`src/rtl/mm_pkg.sv`:
```
package mm_pkg;
    localparam int ADDR_W  = 16;
    localparam int BLK_W   = 3;
    localparam int LADDR_W = ADDR_W + BLK_W;
    localparam int MODE_W  = 5;

    typedef enum logic [MODE_W-1:0] {
        MM_HOST     = 5'h00,
        MM_BOOT     = 5'h01,
        MM_LOC0     = 5'h02,
        MM_HI1      = 5'h03,
        MM_HI2      = 5'h04,
        MM_HI3      = 5'h05,
        MM_SPLIT    = 5'h0A,
        MM_GAP      = 5'h0D,
        MM_HOSTONLY = 5'h16,
        MM_LOCONLY  = 5'h17
    } mm_mode_e;

    typedef struct packed {
        logic              wait_en;
        logic [MODE_W-1:0] mode;
    } mm_cfg_t;

    typedef enum logic [1:0] {
        TGT_NONE  = 2'd0,
        TGT_HOST  = 2'd1,
        TGT_LOCAL = 2'd2
    } mm_tgt_e;

    typedef struct packed {
        mm_tgt_e           tgt;
        logic [BLK_W-1:0]  blk;
    } mm_route_t;

    function automatic mm_route_t mk_route(mm_tgt_e t, logic [BLK_W-1:0] b);
        mm_route_t r;
        r.tgt = t;
        r.blk = b;
        return r;
    endfunction
endpackage

```
`src/rtl/mm_cfg_latch.sv`:
```
module mm_cfg_latch
    import mm_pkg::*;
#(
    parameter logic [7:0] CFG_PORT = 8'h60
) (
    input  logic       clk,
    input  logic       rst,
    input  logic       io_req,
    input  logic       io_we,
    input  logic [7:0] io_port,
    input  logic [7:0] io_wdata,
    output mm_cfg_t    cfg_q
);
    localparam int CFG_W = MODE_W + 1;

    logic hit;
    assign hit = io_req && io_we && (io_port == CFG_PORT);

    always_ff @(posedge clk) begin
        if (rst)
            cfg_q <= '0;
        else if (hit)
            cfg_q <= mm_cfg_t'(io_wdata[CFG_W-1:0]);
    end
endmodule

```
`src/rtl/mm_window_decode.sv`:
```
module mm_window_decode
    import mm_pkg::*;
(
    input  logic [MODE_W-1:0] mode,
    input  logic [ADDR_W-1:0] addr,
    output mm_route_t         route
);
    logic [3:0] page4k;
    logic       in_low4k, in_top4k, in_hi_io, in_boot;

    assign page4k   = addr[ADDR_W-1 -: 4];
    assign in_low4k = (page4k == 4'h0);
    assign in_top4k = (page4k == 4'hF);
    assign in_hi_io = (page4k >= 4'hD);
    assign in_boot  = (addr[ADDR_W-1 -: 5] == 5'b11101);

    always_comb begin
        route = mk_route(TGT_HOST, '0);
        case (mode)
            MM_BOOT:
                if (in_boot) route = mk_route(TGT_LOCAL, 3'd0);
            MM_LOC0, MM_LOCONLY:
                route = mk_route(TGT_LOCAL, 3'd0);
            MM_HI1, MM_HI2, MM_HI3:
                if (in_top4k)
                    route = mk_route(TGT_LOCAL, BLK_W'(mode - MM_LOC0));
                else
                    route = mk_route(TGT_LOCAL, 3'd0);
            MM_SPLIT:
                if (in_low4k)      route = mk_route(TGT_LOCAL, 3'd6);
                else if (!in_hi_io) route = mk_route(TGT_LOCAL, 3'd0);
            MM_GAP:
                if (in_hi_io) route = mk_route(TGT_NONE, 3'd0);
                else          route = mk_route(TGT_LOCAL, 3'd0);
            default:
                route = mk_route(TGT_HOST, '0);
        endcase
    end
endmodule

```
`src/rtl/mm_io_wait.sv`:
```
module mm_io_wait #(
    parameter logic [7:0] WAIT_BASE = 8'hE0
) (
    input  logic       clk,
    input  logic       rst,
    input  logic       wait_en,
    input  logic       io_req,
    input  logic [7:0] io_port,
    output logic       wait_req
);
    logic io_req_q;

    always_ff @(posedge clk) begin
        if (rst) io_req_q <= 1'b0;
        else     io_req_q <= io_req;
    end

    assign wait_req = wait_en && io_req && !io_req_q && (io_port >= WAIT_BASE);
endmodule

```
`src/rtl/mm_bank_mapper.sv`:
```
module mm_bank_mapper
    import mm_pkg::*;
#(
    parameter logic [7:0] CFG_PORT  = 8'h60,
    parameter logic [7:0] WAIT_BASE = 8'hE0
) (
    input  logic                clk,
    input  logic                rst,
    input  logic                io_req,
    input  logic                io_we,
    input  logic [7:0]          io_port,
    input  logic [7:0]          io_wdata,
    input  logic                mem_req,
    input  logic [ADDR_W-1:0]   cpu_addr,
    output logic                host_sel,
    output logic                local_en,
    output logic [LADDR_W-1:0]  local_addr,
    output logic                wait_req
);
    mm_cfg_t   cfg_q;
    mm_route_t route;

    mm_cfg_latch #(.CFG_PORT(CFG_PORT)) u_cfg (
        .clk(clk), .rst(rst), .io_req(io_req), .io_we(io_we),
        .io_port(io_port), .io_wdata(io_wdata), .cfg_q(cfg_q)
    );

    mm_window_decode u_dec (
        .mode(cfg_q.mode), .addr(cpu_addr), .route(route)
    );

    mm_io_wait #(.WAIT_BASE(WAIT_BASE)) u_wait (
        .clk(clk), .rst(rst), .wait_en(cfg_q.wait_en), .io_req(io_req),
        .io_port(io_port), .wait_req(wait_req)
    );

    assign host_sel   = mem_req && (route.tgt == TGT_HOST);
    assign local_en   = mem_req && (route.tgt == TGT_LOCAL);
    assign local_addr = {route.blk, cpu_addr};
endmodule

```
`config.mk`:
```
export PLATFORM = sky130hd
export DESIGN_NAME = mm_bank_mapper
export DESIGN_NICKNAME = d
export VERILOG_FILES = /design/src/rtl/mm_pkg.sv /design/src/rtl/mm_cfg_latch.sv /design/src/rtl/mm_window_decode.sv /design/src/rtl/mm_io_wait.sv /design/src/rtl/mm_bank_mapper.sv
export SDC_FILE = /design/constraint.sdc
export NUM_CORES = 1
export LEC_CHECK = 0
export ABC_CLOCK_PERIOD_IN_PS = 1200
export BUFFER_PORTS_ARGS = -buffer_cell sky130_fd_sc_hd__buf_2
export CORE_MARGIN = 4
export CORE_UTILIZATION = 33
export DETAILED_ROUTE_END_ITERATION = 12
export PLACE_DENSITY = 0.75
export SLEW_MARGIN = 20
export SYNTH_ARGS = -nofsm -noshare
export SYNTH_HDL_FRONTEND = slang
export SYNTH_SLANG_ARGS = --single-unit
```
`constraint.sdc`:
```
create_clock -name clk -period 1.2 [get_ports clk]
set_input_delay 0.06 -clock clk [delete_from_list [all_inputs] [get_ports clk]]
set_output_delay 0.06 -clock clk [all_outputs]
set_load 0.01 [all_outputs]
```
# ---- Yosys cells after proc, flatten, opt, wreduce, memory -nomap -nowiden
# Index checks and enable logic that the tools add are counted.
dict set report op_classes {
  addsub 1
  multipliers 0
  div_mod_pow 0
  n_lt_le_gt_ge 2
  n_eq_ne 13
  n_shift 0
  mux 6
  bitwise_logic 0
  n_reduce_logical 11
}
# cell count
set op_table {}
lappend op_table {{5-bit case mux with 5 select lines} 1}
lappend op_table {{5-bit two-way mux} 4}
lappend op_table {{5-bit by 2-bit == test with 1-bit output (second input constant)} 2}
lappend op_table {{5-bit by 3-bit == test with 1-bit output (second input constant)} 2}
lappend op_table {{5-bit by 4-bit == test with 1-bit output (second input constant)} 2}
lappend op_table {{5-bit == test (second input constant)} 2}
lappend op_table {{8-bit by 7-bit == test with 1-bit output (second input constant)} 1}
lappend op_table {{8-bit greater-or-equal comparator (second input constant)} 1}
lappend op_table {{1-bit logical AND} 7}
lappend op_table {{5-bit by 1-bit == test with 1-bit output (second input constant)} 1}
lappend op_table {{4-bit == test (second input constant)} 1}
lappend op_table {{4-bit greater-or-equal comparator (second input constant)} 1}
lappend op_table {{4-bit logical NOT} 1}
lappend op_table {{3-bit two-way mux} 1}
lappend op_table {{3-bit OR reduction} 1}
lappend op_table {{3-bit by 2-bit subtractor with 3-bit output (second input constant)} 1}
lappend op_table {{2-bit by 1-bit == test with 1-bit output (second input constant)} 1}
lappend op_table {{2-bit == test (second input constant)} 1}
lappend op_table {{2-bit OR reduction} 1}
lappend op_table {{1-bit logical NOT} 1}
dict set report totals {
  reg_bits 7
  latchBits 0
  ramBits 0
  rom_bits 0
  input_bits 37
  wordCells 36
  memories 0
}

# ---- Longest topological paths before layout
dict set report depth {
  depth_word 6
  ltp_mapped 5
  ltp_nobuf 4
}

# ---- By module
# A second synthesis with hierarchy kept.
dict set report hier_totals {
  cells_unflattened 77
  area_unflattened_um2 698.2
}
# module n_inst cells_per_inst area_each_um2 seq_area_each_um2
set by_module_without_submodules {}
lappend by_module_without_submodules {mm_cfg_latch 1 28 319.1 120.1}
lappend by_module_without_submodules {mm_window_decode 1 27 196.4 0.0}
lappend by_module_without_submodules {mm_bank_mapper 1 18 137.6 0.0}
lappend by_module_without_submodules {mm_io_wait 1 4 45.0 20.0}

# ---- Worst setup path before layout
# Ideal clock, no wire load.
dict set report synth_timing {
  path_type {reg2out}
  startpoint {reg u_cfg.cfg_q[1] (netlist name)}
  endpoint {out host_sel}
  arrival_ns 1.168
  t_required_ns 1.140
  setup_slack_ns -0.028
  path_stages_with_launch 6
  path_cell_list {dfxtp_1 -> buf_6 -> nor3_1 -> nand3b_1 -> o22a_1 -> a21boi_1}
}
dict set report synth_via {
  elab_chain_len 5
  elab_cells_between_ends 13
  cone_classes {eq/ne: 9; mux: 1; reduce/logical: 3}
}
# item line
set synth_rtl {}
lappend synth_rtl {{5-bit by 2-bit == test with 1-bit output, or another cell as far along} mm_window_decode.sv:19} ;# case (mode)
lappend synth_rtl {{3-bit OR reduction / 2-bit OR reduction (equally long branches)} mm_window_decode.sv:19}
lappend synth_rtl {{5-bit case mux with 5 select lines *} mm_window_decode.sv:19}
lappend synth_rtl {{2-bit by 1-bit == test with 1-bit output *} mm_bank_mapper.sv:37} ;# assign host_sel = mem_req && (route.tgt == TGT_HOST);
lappend synth_rtl {{1-bit logical AND *} mm_bank_mapper.sv:37}
lappend synth_rtl {{to (decl)} mm_bank_mapper.sv:15} ;# output logic host_sel,
# Mark *: on every way between the ends. The rest lies on a longest branch, timed or not.

# ---- Worst setup path in the final report
dict set report layout_timing {
  startpoint {reg u_cfg.cfg_q[0] (netlist name)}
  endpoint {out local_en}
}
dict set report layout_via {
  elab_chain_len 5
  elab_cells_between_ends 13
  cone_classes {eq/ne: 9; mux: 1; reduce/logical: 3}
}
# item line
set layout_rtl {}
lappend layout_rtl {{5-bit by 2-bit == test with 1-bit output, or another cell as far along} mm_window_decode.sv:19}
lappend layout_rtl {{3-bit OR reduction / 2-bit OR reduction (equally long branches)} mm_window_decode.sv:19}
lappend layout_rtl {{5-bit case mux with 5 select lines *} mm_window_decode.sv:19}
lappend layout_rtl {{2-bit == test *} mm_bank_mapper.sv:38} ;# assign local_en = mem_req && (route.tgt == TGT_LOCAL);
lappend layout_rtl {{1-bit logical AND *} mm_bank_mapper.sv:38}
lappend layout_rtl {{to (decl)} mm_bank_mapper.sv:16} ;# output logic local_en,
# Marks and branches as above.

==> metrics.md <==
| Metric | Value |
|---|---|
| Netlist cell types | 30 |
| H-tree lvl count | 1 |
| Hold path cells | 2 |
| Slew headroom | between 80 and 90% |
| CP Capture Type | output pin |
| Multi-input gate area | ~380 sq um |
| Initial Utilization | 36.5% |
| Peak Freq | 647 MHz |
| Top-count cell post-synth | buf_4 |
| DR DRC count | 0 |
| Synth Instances | 78 |
| DP HPWL | ~1200 um |
| Max_cap viols | 0 |
| Flops & latches, synth | 7 |
| # IOs | 59 |
| Hold Fails Final Rpt | 0 |
| Buffers added on ports | 34 |
| Avg Cell Area, Syn | between 8 and 9 sq um |
| Worst Path Required | between 1000 and 1500 ps |
| FF-to-FF End | u_cfg.cfg_q[4] |
| Placed cells | 130 |
| WHS Endpoint | u_wait.io_req_q |
| Critical path class | flop to output pin |
| Synthesized area | 657 sq um |
| Post-synth EDFFs | 0 |
| Total grt overflow | 0 |
| CP startpoint | u_cfg.cfg_q[0] |
| Clk_skew | 0 ps |
| Crit path max fanout | 5 |
| Die X | between 50 and 60 um |
| Prevailing post-synth register cell | dfxtp_1 |
| Vias in the first global route | about 650 |
| First-pass GRT wire length | ~2600 um |
| Part of the cycle the worst path needs | 129% |
| Die area | roughly 2800 sq um |
| Vias per cell | between 4 and 5 |
| Hold_sp | io_req |
| Syn. warnings | 0 |
| Die Span Y | 52.6 um |
| Register area share after synthesis | 21.3% |
| Synth-to-Final Area Change | 31.8% |
| Final worst slack | -345 ps |
| Clk slew on worst S/H paths | around 50 ps |
| Post-Synthesis Net Count | 115 |
| Longest Clk Path Bufs | 2 |
| Ant diodes | 0 |
| Hold Crit Class | primary input to flop |
| Async SR Flop Fraction | 0% |
| Routed Antenna Nets | 0 |
| Worst vdd ir | 487 uV |
| Pre-antenna DRT Iters | 2 |
| Sequential cell area | ~160 sq um |
| Largest net degree at the start of global routing | 9 |
| Core Region | 1800 sq um |
| Final wirelength | roughly 1600 um |
| Reg2Reg Depth | 3 |
| Rows | 15 |
| Num CTS Buffers | 3 |
| Nets | around 150 |
| # clock sinks | 7 |
| Cell taking the most area after synthesis | dfxtp_1 |
| Final setup fails | 5 |
| Fraction of layout cells with a size suffix above 1 | between 50 and 60% |
| CTS tree | yes |
| R2R Path Start | u_cfg.cfg_q[4] |
| GRT Overall Usage | 12.2% |
| Crit path DAT | roughly 1500 ps |
| Outcome | finished, violations left |
| Avg WL per Cell | between 10 and 15 um |
| Initial antenna violation count | 0 |
| PD cells | roughly 600 nW/um^2 |
| Failing checks | negative setup slack |
| Synth area leaders | dfxtp_1, buf_4, mux2i_1 |
| Clock root buffer | clkbuf_4 |
| Clock latency on the worst-skew pair | 250 ps |
| RePlAce Congestion | between 0.7 and 0.8 |
| Leakage | 0.449 nW |
| Slew Viols, Final | 0 |
| Final worst path period need | between 1500 and 2000 ps |
| Element type at the critical path start | flop |
| Final hold slack | between 30 and 40 ps |
| Slew @ Worst Pin | a little under 300 ps |
| Vias after detailed routing | between 600 and 700 |
| DRT iter0 DRCs | 6 |
| Final std cells w/o fill | between 100 and 150 |
| R2R setup slack | roughly 400 ps |
| RSZ-0062 raised after global routing | true |
| Area share of the largest cell type after synthesis | approximately a fifth |
| FILL cells | 183 |
| Synth top cells by count | buf_4, nor2_1, dfxtp_1, mux2i_1 |
per-layer routing:
layer  up-vias  GRT usage (%)  share of wire (%)
met2        27           23.1                 51
li1        326              -                  -
met5         -              0                  0
met4         0           3.83               0.51
met3         4           3.70                8.8
met1       282           12.4                 40
critical path: stages (launching register included):
cell and delay (ps):
dfxtp_4 360, nor2b_4 160, buf_4 110, a31oi_1 90, o22ai_2 190, o2111a_1 200
buf_2 120
registers in the layout, summed over array words and instances, names as in the netlist:
register,cells
u_wait.io_req_q,1
u_cfg.cfg_q,6
worst max path at each step:
stage / end / cells past startpoint
2_1_floorplan: local_en / 5
3_3_place_gp: local_en / 5
3_5_place_dp: local_en / 5
4_1_cts: local_en / 5
5_1_grt: local_en / 5
6_report: local_en / 6
layout by cell type, fill, tap and decap left out, types with 2 or more instances in the layout:
master / count
nand2b_1: 2
nand2_1: 2
nor3_2: 2
clkbuf_4: 3
dfxtp_4: 4
dfxtp_1: 2
mux2i_1: 7
buf_4: 13
buf_2: 34
a31oi_1: 2
nor3_1: 2
nand3_1: 4
nand3b_1: 2
nor2_1: 10
report_power, final:
| group | internal (W) | switching (W) | total, W |
|---|---|---|---|
| combinational | 0.0000473 | 0.0000361 | 0.0000834 |
| clock | 0.000127 | 0.0000861 | 0.000213 |
| sequential | 0.000226 | 0.000000721 | 0.000226 |
| total | 0.000400 | 0.000123 | 0.000523 |
metrics by stage:
step	cell area [sq um]	total power, W	util [%]	setup WS [ps]	TNS (ps)
after global placement	795	0.000322	44.1	-102	-195
after global routing	866	0.000555	48.1	-456	-1640
after detailed placement	795	0.000324	44.1	-131	-268
final	866	0.000523	48.1	-345	-1170
after CTS	856	0.000533	47.5	-335	-1150
after floorplan	661	0.000311	-	5.27	0
final cells by class:
| cell class | count | area share, % |
|---|---|---|
| Multi-Input combinational cell | 51 | 43.9 |
| Timing Repair Buffer | 47 | 30.9 |
| Sequential cell | 7 | 18.1 |
| Tap cell | 25 | 3.61 |
| Clock buffer | 4 | 3.03 |
| Inverter | 1 | 0.434 |
repair_timing:
item,in CTS,in global routing
setup buffers,0,1
resized for setup,12,1
endpoints found under the setup margin,5,5
pin swaps,2,2
hold buffers,0,0
cell families after synthesis:
family	share of synthesized area, %
simple gates	28.2
buf+inv	24.6
compound gates	13.9
mux	10.7
flops	21.3
xor+xnor	1.33
Power figures use the tool's default switching activity.
